[src/rtl/hdec_pkg.sv]
package hdec_pkg;
    localparam int REG_AW = 6;

    // register word map
    localparam logic [REG_AW-1:0] RA_DEC_EN   = 6'h00;
    localparam logic [REG_AW-1:0] RA_GCTL     = 6'h01;
    localparam logic [REG_AW-1:0] RA_IO_WIN0  = 6'h08;
    localparam logic [REG_AW-1:0] RA_MEM_WIN0 = 6'h10;

    // decode-enable bit layout
    localparam int LEG_POST   = 0;
    localparam int LEG_KBC    = 1;
    localparam int LEG_SIO    = 2;
    localparam int NUM_LEG    = 3;
    localparam int EN_IO_LSB  = 8;
    localparam int EN_MEM_LSB = 16;

    localparam int IO_AW   = 16;
    localparam int IO_SW   = 8;
    localparam int MEM_AW  = 32;
    localparam int MEM_SW  = 16;

    typedef enum logic [1:0] {
        SRC_NONE  = 2'd0,
        SRC_FIXED = 2'd1,
        SRC_WIN   = 2'd2,
        SRC_SUB   = 2'd3
    } src_e;
endpackage

[src/rtl/hdec_regs.sv]
module hdec_regs
    import hdec_pkg::*;
#(
    parameter int N_IO  = 4,
    parameter int N_MEM = 4
) (
    input  logic                           clk,
    input  logic                           rst_n,
    input  logic                           we_i,
    input  logic [REG_AW-1:0]              addr_i,
    input  logic [31:0]                    wdata_i,
    input  logic                           clr_i,
    output logic [31:0]                    dec_en_o,
    output logic [2:0]                     gctl_o,
    output logic [N_IO-1:0][IO_AW-1:0]     io_base_o,
    output logic [N_IO-1:0][IO_SW-1:0]     io_size_o,
    output logic [N_MEM-1:0][MEM_AW-1:0]   mem_base_o,
    output logic [N_MEM-1:0][MEM_SW-1:0]   mem_size_o,
    output logic [31:0]                    rdata_o
);
    localparam logic [31:0] IO_EN_MASK  = 32'(((64'd1 << N_IO) - 64'd1) << EN_IO_LSB);
    localparam logic [31:0] MEM_EN_MASK = 32'(((64'd1 << N_MEM) - 64'd1) << EN_MEM_LSB);
    localparam logic [31:0] LEG_MASK    = 32'((64'd1 << NUM_LEG) - 64'd1);
    localparam logic [31:0] EN_MASK     = IO_EN_MASK | MEM_EN_MASK | LEG_MASK;
    localparam logic [31:0] KEEP_MASK   = 32'(64'd1 << LEG_POST);

    typedef struct packed {
        logic [31:0]                  dec_en;
        logic [2:0]                   gctl;
        logic [N_IO-1:0][IO_AW-1:0]   io_base;
        logic [N_IO-1:0][IO_SW-1:0]   io_size;
        logic [N_MEM-1:0][MEM_AW-1:0] mem_base;
        logic [N_MEM-1:0][MEM_SW-1:0] mem_size;
    } regs_t;

    regs_t st_d, st_q;

    always_comb begin
        st_d = st_q;
        if (clr_i) begin
            st_d.dec_en   = st_q.dec_en & KEEP_MASK;
            st_d.io_base  = '0;
            st_d.io_size  = '0;
            st_d.mem_base = '0;
            st_d.mem_size = '0;
        end else if (we_i) begin
            if (addr_i == RA_DEC_EN) begin
                st_d.dec_en = wdata_i & EN_MASK;
            end
            if (addr_i == RA_GCTL) begin
                st_d.gctl = wdata_i[2:0];
            end
            for (int i = 0; i < N_IO; i++) begin
                if (addr_i == RA_IO_WIN0 + REG_AW'(i)) begin
                    st_d.io_base[i] = wdata_i[IO_AW-1:0];
                    st_d.io_size[i] = wdata_i[IO_AW +: IO_SW];
                end
            end
            for (int j = 0; j < N_MEM; j++) begin
                if (addr_i == RA_MEM_WIN0 + REG_AW'(2 * j)) begin
                    st_d.mem_base[j] = wdata_i;
                end
                if (addr_i == RA_MEM_WIN0 + REG_AW'(2 * j + 1)) begin
                    st_d.mem_size[j] = wdata_i[MEM_SW-1:0];
                end
            end
        end
    end

    always_ff @(posedge clk or negedge rst_n) begin
        if (!rst_n) begin
            st_q <= '0;
        end else begin
            st_q <= st_d;
        end
    end

    always_comb begin
        rdata_o = '0;
        if (addr_i == RA_DEC_EN) begin
            rdata_o = st_q.dec_en;
        end
        if (addr_i == RA_GCTL) begin
            rdata_o = {29'd0, st_q.gctl};
        end
        for (int i = 0; i < N_IO; i++) begin
            if (addr_i == RA_IO_WIN0 + REG_AW'(i)) begin
                rdata_o = 32'({st_q.io_size[i], st_q.io_base[i]});
            end
        end
        for (int j = 0; j < N_MEM; j++) begin
            if (addr_i == RA_MEM_WIN0 + REG_AW'(2 * j)) begin
                rdata_o = st_q.mem_base[j];
            end
            if (addr_i == RA_MEM_WIN0 + REG_AW'(2 * j + 1)) begin
                rdata_o = 32'(st_q.mem_size[j]);
            end
        end
    end

    assign dec_en_o   = st_q.dec_en;
    assign gctl_o     = st_q.gctl;
    assign io_base_o  = st_q.io_base;
    assign io_size_o  = st_q.io_size;
    assign mem_base_o = st_q.mem_base;
    assign mem_size_o = st_q.mem_size;
endmodule

[src/rtl/hdec_win_match.sv]
module hdec_win_match #(
    parameter int AW = 16,
    parameter int SW = 8
) (
    input  logic [AW-1:0] addr_i,
    input  logic [AW-1:0] base_i,
    input  logic [SW-1:0] size_i,
    input  logic          en_i,
    output logic          hit_o
);
    logic [AW:0] last;

    // one extra bit so a window at the top of the space does not wrap
    assign last  = {1'b0, base_i} + {{(AW + 1 - SW){1'b0}}, size_i};
    assign hit_o = en_i && (addr_i >= base_i) && ({1'b0, addr_i} <= last);
endmodule

[src/rtl/hdec_prio.sv]
module hdec_prio #(
    parameter int N  = 4,
    parameter int IW = 2
) (
    input  logic [N-1:0]  req_i,
    output logic          any_o,
    output logic [IW-1:0] idx_o
);
    always_comb begin
        idx_o = '0;
        for (int i = N - 1; i >= 0; i--) begin
            if (req_i[i]) begin
                idx_o = IW'(i);
            end
        end
    end

    assign any_o = |req_i;
endmodule

[src/rtl/host_win_decoder.sv]
module host_win_decoder
    import hdec_pkg::*;
#(
    parameter int N_IO  = 4,
    parameter int N_MEM = 4,
    localparam int N_WIN = (N_IO > N_MEM) ? N_IO : N_MEM,
    localparam int N_MAX = (N_WIN > NUM_LEG) ? N_WIN : NUM_LEG,
    localparam int IW    = $clog2(N_MAX)
) (
    input  logic              clk,
    input  logic              rst_n,
    input  logic              reg_we,
    input  logic [REG_AW-1:0] reg_addr,
    input  logic [31:0]       reg_wdata,
    output logic [31:0]       reg_rdata,
    input  logic              clear_req,
    input  logic [31:0]       cyc_addr,
    input  logic              cyc_is_mem,
    output logic              claim,
    output logic              fixed_hit,
    output logic              win_hit,
    output logic [IW-1:0]     win_idx,
    output logic              sub_claim,
    output logic [1:0]        sub_target
);
    logic [31:0]                  dec_en_q;
    logic [2:0]                   gctl_q;
    logic [N_IO-1:0][IO_AW-1:0]   io_base_q;
    logic [N_IO-1:0][IO_SW-1:0]   io_size_q;
    logic [N_MEM-1:0][MEM_AW-1:0] mem_base_q;
    logic [N_MEM-1:0][MEM_SW-1:0] mem_size_q;

    hdec_regs #(.N_IO(N_IO), .N_MEM(N_MEM)) u_regs (
        .clk        (clk),
        .rst_n      (rst_n),
        .we_i       (reg_we),
        .addr_i     (reg_addr),
        .wdata_i    (reg_wdata),
        .clr_i      (clear_req),
        .dec_en_o   (dec_en_q),
        .gctl_o     (gctl_q),
        .io_base_o  (io_base_q),
        .io_size_o  (io_size_q),
        .mem_base_o (mem_base_q),
        .mem_size_o (mem_size_q),
        .rdata_o    (reg_rdata)
    );

    logic              io_cyc;
    logic [IO_AW-1:0]  io_addr;
    logic [NUM_LEG-1:0] leg_req;
    logic [N_IO-1:0]   io_req;
    logic [N_MEM-1:0]  mem_req;

    assign io_cyc  = !cyc_is_mem;
    assign io_addr = cyc_addr[IO_AW-1:0];

    assign leg_req[LEG_POST] = io_cyc && dec_en_q[LEG_POST] && (io_addr == 16'h0080);
    assign leg_req[LEG_KBC]  = io_cyc && dec_en_q[LEG_KBC] &&
                               ((io_addr == 16'h0060) || (io_addr == 16'h0064));
    assign leg_req[LEG_SIO]  = io_cyc && dec_en_q[LEG_SIO] &&
                               ((io_addr == 16'h002E) || (io_addr == 16'h002F));

    for (genvar gi = 0; gi < N_IO; gi++) begin : g_io_win
        hdec_win_match #(.AW(IO_AW), .SW(IO_SW)) u_match (
            .addr_i (io_addr),
            .base_i (io_base_q[gi]),
            .size_i (io_size_q[gi]),
            .en_i   (io_cyc && dec_en_q[EN_IO_LSB + gi]),
            .hit_o  (io_req[gi])
        );
    end

    for (genvar gm = 0; gm < N_MEM; gm++) begin : g_mem_win
        hdec_win_match #(.AW(MEM_AW), .SW(MEM_SW)) u_match (
            .addr_i (cyc_addr),
            .base_i (mem_base_q[gm]),
            .size_i (mem_size_q[gm]),
            .en_i   (cyc_is_mem && dec_en_q[EN_MEM_LSB + gm]),
            .hit_o  (mem_req[gm])
        );
    end

    logic          leg_any, io_any, mem_any;
    logic [IW-1:0] leg_idx, io_idx, mem_idx;

    hdec_prio #(.N(NUM_LEG), .IW(IW)) u_leg_prio (
        .req_i (leg_req), .any_o (leg_any), .idx_o (leg_idx)
    );
    hdec_prio #(.N(N_IO), .IW(IW)) u_io_prio (
        .req_i (io_req), .any_o (io_any), .idx_o (io_idx)
    );
    hdec_prio #(.N(N_MEM), .IW(IW)) u_mem_prio (
        .req_i (mem_req), .any_o (mem_any), .idx_o (mem_idx)
    );

    src_e src;

    always_comb begin
        src     = SRC_NONE;
        win_idx = '0;
        if (leg_any) begin
            src     = SRC_FIXED;
            win_idx = leg_idx;
        end else if (io_any) begin
            src     = SRC_WIN;
            win_idx = io_idx;
        end else if (mem_any) begin
            src     = SRC_WIN;
            win_idx = mem_idx;
        end else if (gctl_q[0]) begin
            src     = SRC_SUB;
        end
    end

    assign fixed_hit  = (src == SRC_FIXED);
    assign win_hit    = (src == SRC_WIN);
    assign sub_claim  = (src == SRC_SUB);
    assign claim      = (src != SRC_NONE);
    assign sub_target = gctl_q[2:1];
endmodule

[config.mk]
export PLATFORM = sky130hd
export DESIGN_NAME = host_win_decoder
export DESIGN_NICKNAME = d
export VERILOG_FILES = /design/src/rtl/hdec_pkg.sv /design/src/rtl/hdec_regs.sv /design/src/rtl/hdec_win_match.sv /design/src/rtl/hdec_prio.sv /design/src/rtl/host_win_decoder.sv
export SDC_FILE = /design/constraint.sdc
export NUM_CORES = 1
export LEC_CHECK = 0
export ABC_CLOCK_PERIOD_IN_PS = 4500
export BUFFER_PORTS_ARGS = -buffer_cell sky130_fd_sc_hd__buf_2
export CELL_PAD_IN_SITES_DETAIL_PLACEMENT = 0
export CELL_PAD_IN_SITES_GLOBAL_PLACEMENT = 1
export CORE_MARGIN = 1
export CORE_UTILIZATION = 35
export DETAILED_ROUTE_END_ITERATION = 7
export PLACE_DENSITY = 0.75
export SYNTH_ARGS = -nofsm -noshare
export SYNTH_HDL_FRONTEND = slang
export SYNTH_SLANG_ARGS = --single-unit
[constraint.sdc]
create_clock -name clk -period 4.5 [get_ports clk]
set_input_delay 0 -clock clk [delete_from_list [all_inputs] [get_ports clk]]
set_output_delay 0 -clock clk [all_outputs]
set_load 0.05 [all_outputs]
==> flow_summary.toml <==
[placed_design]
placed_area_um2 = 33200
post-place-ws_ns = -0.822
numPortBuffers = 114
gp_congestion = 0.991
place_hpwl_mm = 95.9

[synthesis]
synth.avg_cell_area_um2 = 7.92
synth.net_count = 4203
synth_ff_type = "dfrtp_1"
yosys.area.top_type = "dfrtp_1"
yosysSeqAreaShare_pct = 26.2
synth_edf_count = 0
synth_top_area_share_pct = 26.2
async_flop_share_pct = 100
synthCells = 3640
yosys_warnings = 0
mappedNetlistArea_um2 = 28800
ys_ff_latch = 302
synth.area.top_cells = "dfrtp_1 26%, ha_1 21%, nand2_1 9.7%, a21oi_1 8.4%, xnor2_1 4.0%"
ys_types = 94

[clock_tree]
insertion_delay_ns = 0.60
clock_path_buffers = 3
cts_root_buf = "clkbuf_16"
cts-htree-levels = 2
cts.clk_slew.worst_paths_ns = 0.06
cts_buffers = 39
clkSinkCount = 302
cts_tree = "yes"

[critical_path]
cp-start-kind = "flip-flop"
critPathMaxStageDelay_ns = 0.41
rr_worst_depth = 5
r2r_setup_slack_ns = 3.39
endpoint_kind = "output port"
crit_type = "flip-flop to output port"
crit_fanout = 4
cp-startpoint = "u_regs.mem_size_o[16]$_DFFE_PN0P_"
r2r-start = "u_regs.mem_size_o[16]$_DFFE_PN0P_"
crit_required_ns = 4.50
crit_path_frequent_cell = "buf_4"
critical_path.slowest_cell = "dfrtp_1"
cp.arrival_ns = 5.31
r2r_end = "u_regs.mem_size_o[16]$_DFFE_PN0P_"

[route]
drcViolationCount = 3
drt_pass1_iterations = 8
routed_via_density = 5.76
totalWireLength_mm = 127
drt-initial-drc-count = 3194
dr_total_vias = 29800
antenna_left = 0
wl_per_cell_um = 24.6

[timing]
finalSetupViolCount = 5
layout_min_cycle_time_ns = 5.31
fmax_mhz = 188
skew_ns = 0
hold_violations = 2
max_slew_margin_pct = 15.5
fin_crit_sh_pct = 118
rsz0062_at_grt = "yes"
worstMarginPinSlew_ns = 1.27
slew_violations = 0
hold-worst-slack_ns = -0.00791
fin_ws_ns = -0.806

[floorplanning]
rows = 104
io_pins = 115
start_util_pct = 35.6
die_h_um = 289
die-area_um2 = 83600
coreArea_um2 = 81100
fp.dieW_um = 289

[final_layout]
layout-drive-gt1-share_pct = 17.8
nFillCells = 8175
layout_common_cells = "748 x nand2_1, 472 x a21oi_1, 472 x ha_1, 414 x buf_4, 302 x dfrtp_1"
final_cell_area_um2 = 35500
area_growth_pct = 23.1
final_nets = 4648
final_common_cell = "nand2_1"
fin_util_pct = 43.8

[hold_path]
worst_hold_path_type = "primary input to async pin"

[pwr]
leakagePower_uw = 0.0151
ir_worst_vdd_mv = 0.246
power.density_nw_per_um2 = 200
power.total_uw = 7090

[job]
drv_cap = 0

[grt]
grt_pass1_wl_mm = 185
track_usage_pct = 30.1
grt_pass1_vias = 28000
grt_max_degree = 126
overflow = 0
antenna_found_initial = 3

[run_status]
violations = "DRC, hold timing, setup timing"
status = "finished, violations left"
## final cells by class
cell class / count / area, µm² / area share [%]
clock buffers: 53 / 1100 / 3.09
repair buffers: 567 / 4160 / 11.7
well taps: 1060 / 1330 / 3.73
clock inverters: 19 / 165 / 0.465
multi-input cells: 2952 / 20400 / 57.3
flip-flops and latches: 302 / 7560 / 21.3
inverters: 223 / 837 / 2.36
diodes: 1 / 2.50 / 0.00705
## where the power goes
| part | switching (µW) | total, µW | internal [µW] |
|---|---|---|---|
| clock | 1400 | 3190 | 1790 |
| combinational | 792 | 1150 | 361 |
| sequential | 18.3 | 2750 | 2730 |
| total | 2210 | 7090 | 4880 |
## cell families (layout without fill, tap and decap cells)
group	Yosys count	count (layout)	share of synthesized area, %
flip-flops	302	302	26.2
AND/OR/NAND/NOR	1269	1269	19.6
AO/OA/AOI/OAI	1015	1015	22.2
other	0	1	0
adder cells (fa/ha/maj)	488	488	21.4
XOR/XNOR	167	167	5.07
multiplexers	13	13	0.534
buffers and inverters	386	862	5.09
## registers in the layout, summed over array words and instances, names as in the netlist
| signal | count |
|---|---|
| u_regs.dec_en_o | 11 |
| u_regs.gctl_o | 3 |
| u_regs.io_base_o | 64 |
| u_regs.io_size_o | 32 |
| u_regs.mem_base_o | 128 |
| u_regs.mem_size_o | 64 |
## what timing repair did
item,4_1_cts,5_1_grt
endpoints found under the hold margin,394,0
resized for setup,79,39
hold buffers,35,0
buffers inserted,9,8
pin swaps,35,25
endpoints found under the setup margin,5,5
## how the worst max path moves through the flow
| stage | depth (start not counted) | slack (ns) | to |
|---|---|---|---|
| finish | 26 | -0.81 | claim |
| global route | 27 | -1.04 | claim |
| CTS | 22 | -0.80 | win_idx[0] |
| detailed placement | 23 | -0.82 | win_idx[0] |
| global placement | 23 | -0.75 | win_idx[0] |
| floorplan | 20 | -0.07 | win_idx[1] |
## Yosys cell counts (all sizes together), types with 5 or more instances
cell type    n
nand2      748
a21oi      488
ha         480
dfrtp      302
inv        223
clkbuf     149
o21ai      138
xnor2      133
nor2       132
nand3       81
nand4       80
a21o        67
a22oi       58
nor3        57
nor2b       36
a211oi      35
xor2        34
nand2b      30
a31oi       29
and3        25
o211ai      25
o21a        25
o21bai      24
nor4        22
a221oi      21
a2111oi     18
buf         14
and2        13
a41oi       12
and4        12
or2         10
a221o        9
mux2         9
nand3b       9
a222oi       8
a22o         8
fa           8
or3          8
o22ai        7
o31ai        7
o221ai       5
## critical path: cells and delay by family, from the launching register on
| kind | cells | cell delay, ns |
|---|---|---|
| xor+xnor | 1 | 0.12 |
| flops | 1 | 0.41 |
| simple gates | 9 | 1.40 |
| buf+inv | 6 | 0.90 |
| compound gates | 7 | 1.08 |
| fa+ha+maj | 3 | 0.82 |
## layer usage
layer | track usage [%] | vias to the layer above | wire length (µm)
li1 | - | 13900 | -
met1 | 41.1 | 14400 | 53100
met2 | 44.9 | 1299 | 54000
met3 | 5.51 | 232 | 12700
met4 | 15.8 | 2 | 7580
met5 | 0 | - | 13
## stage by stage
stage,setup TNS [ns],std cells
floorplan,-0.0674,3640
global placement,-3.24,5052
detailed placement,-3.57,5052
CTS,-3.83,5168
global route,-4.97,5176
finish,-3.87,5177
Power figures use the tool's default switching activity.
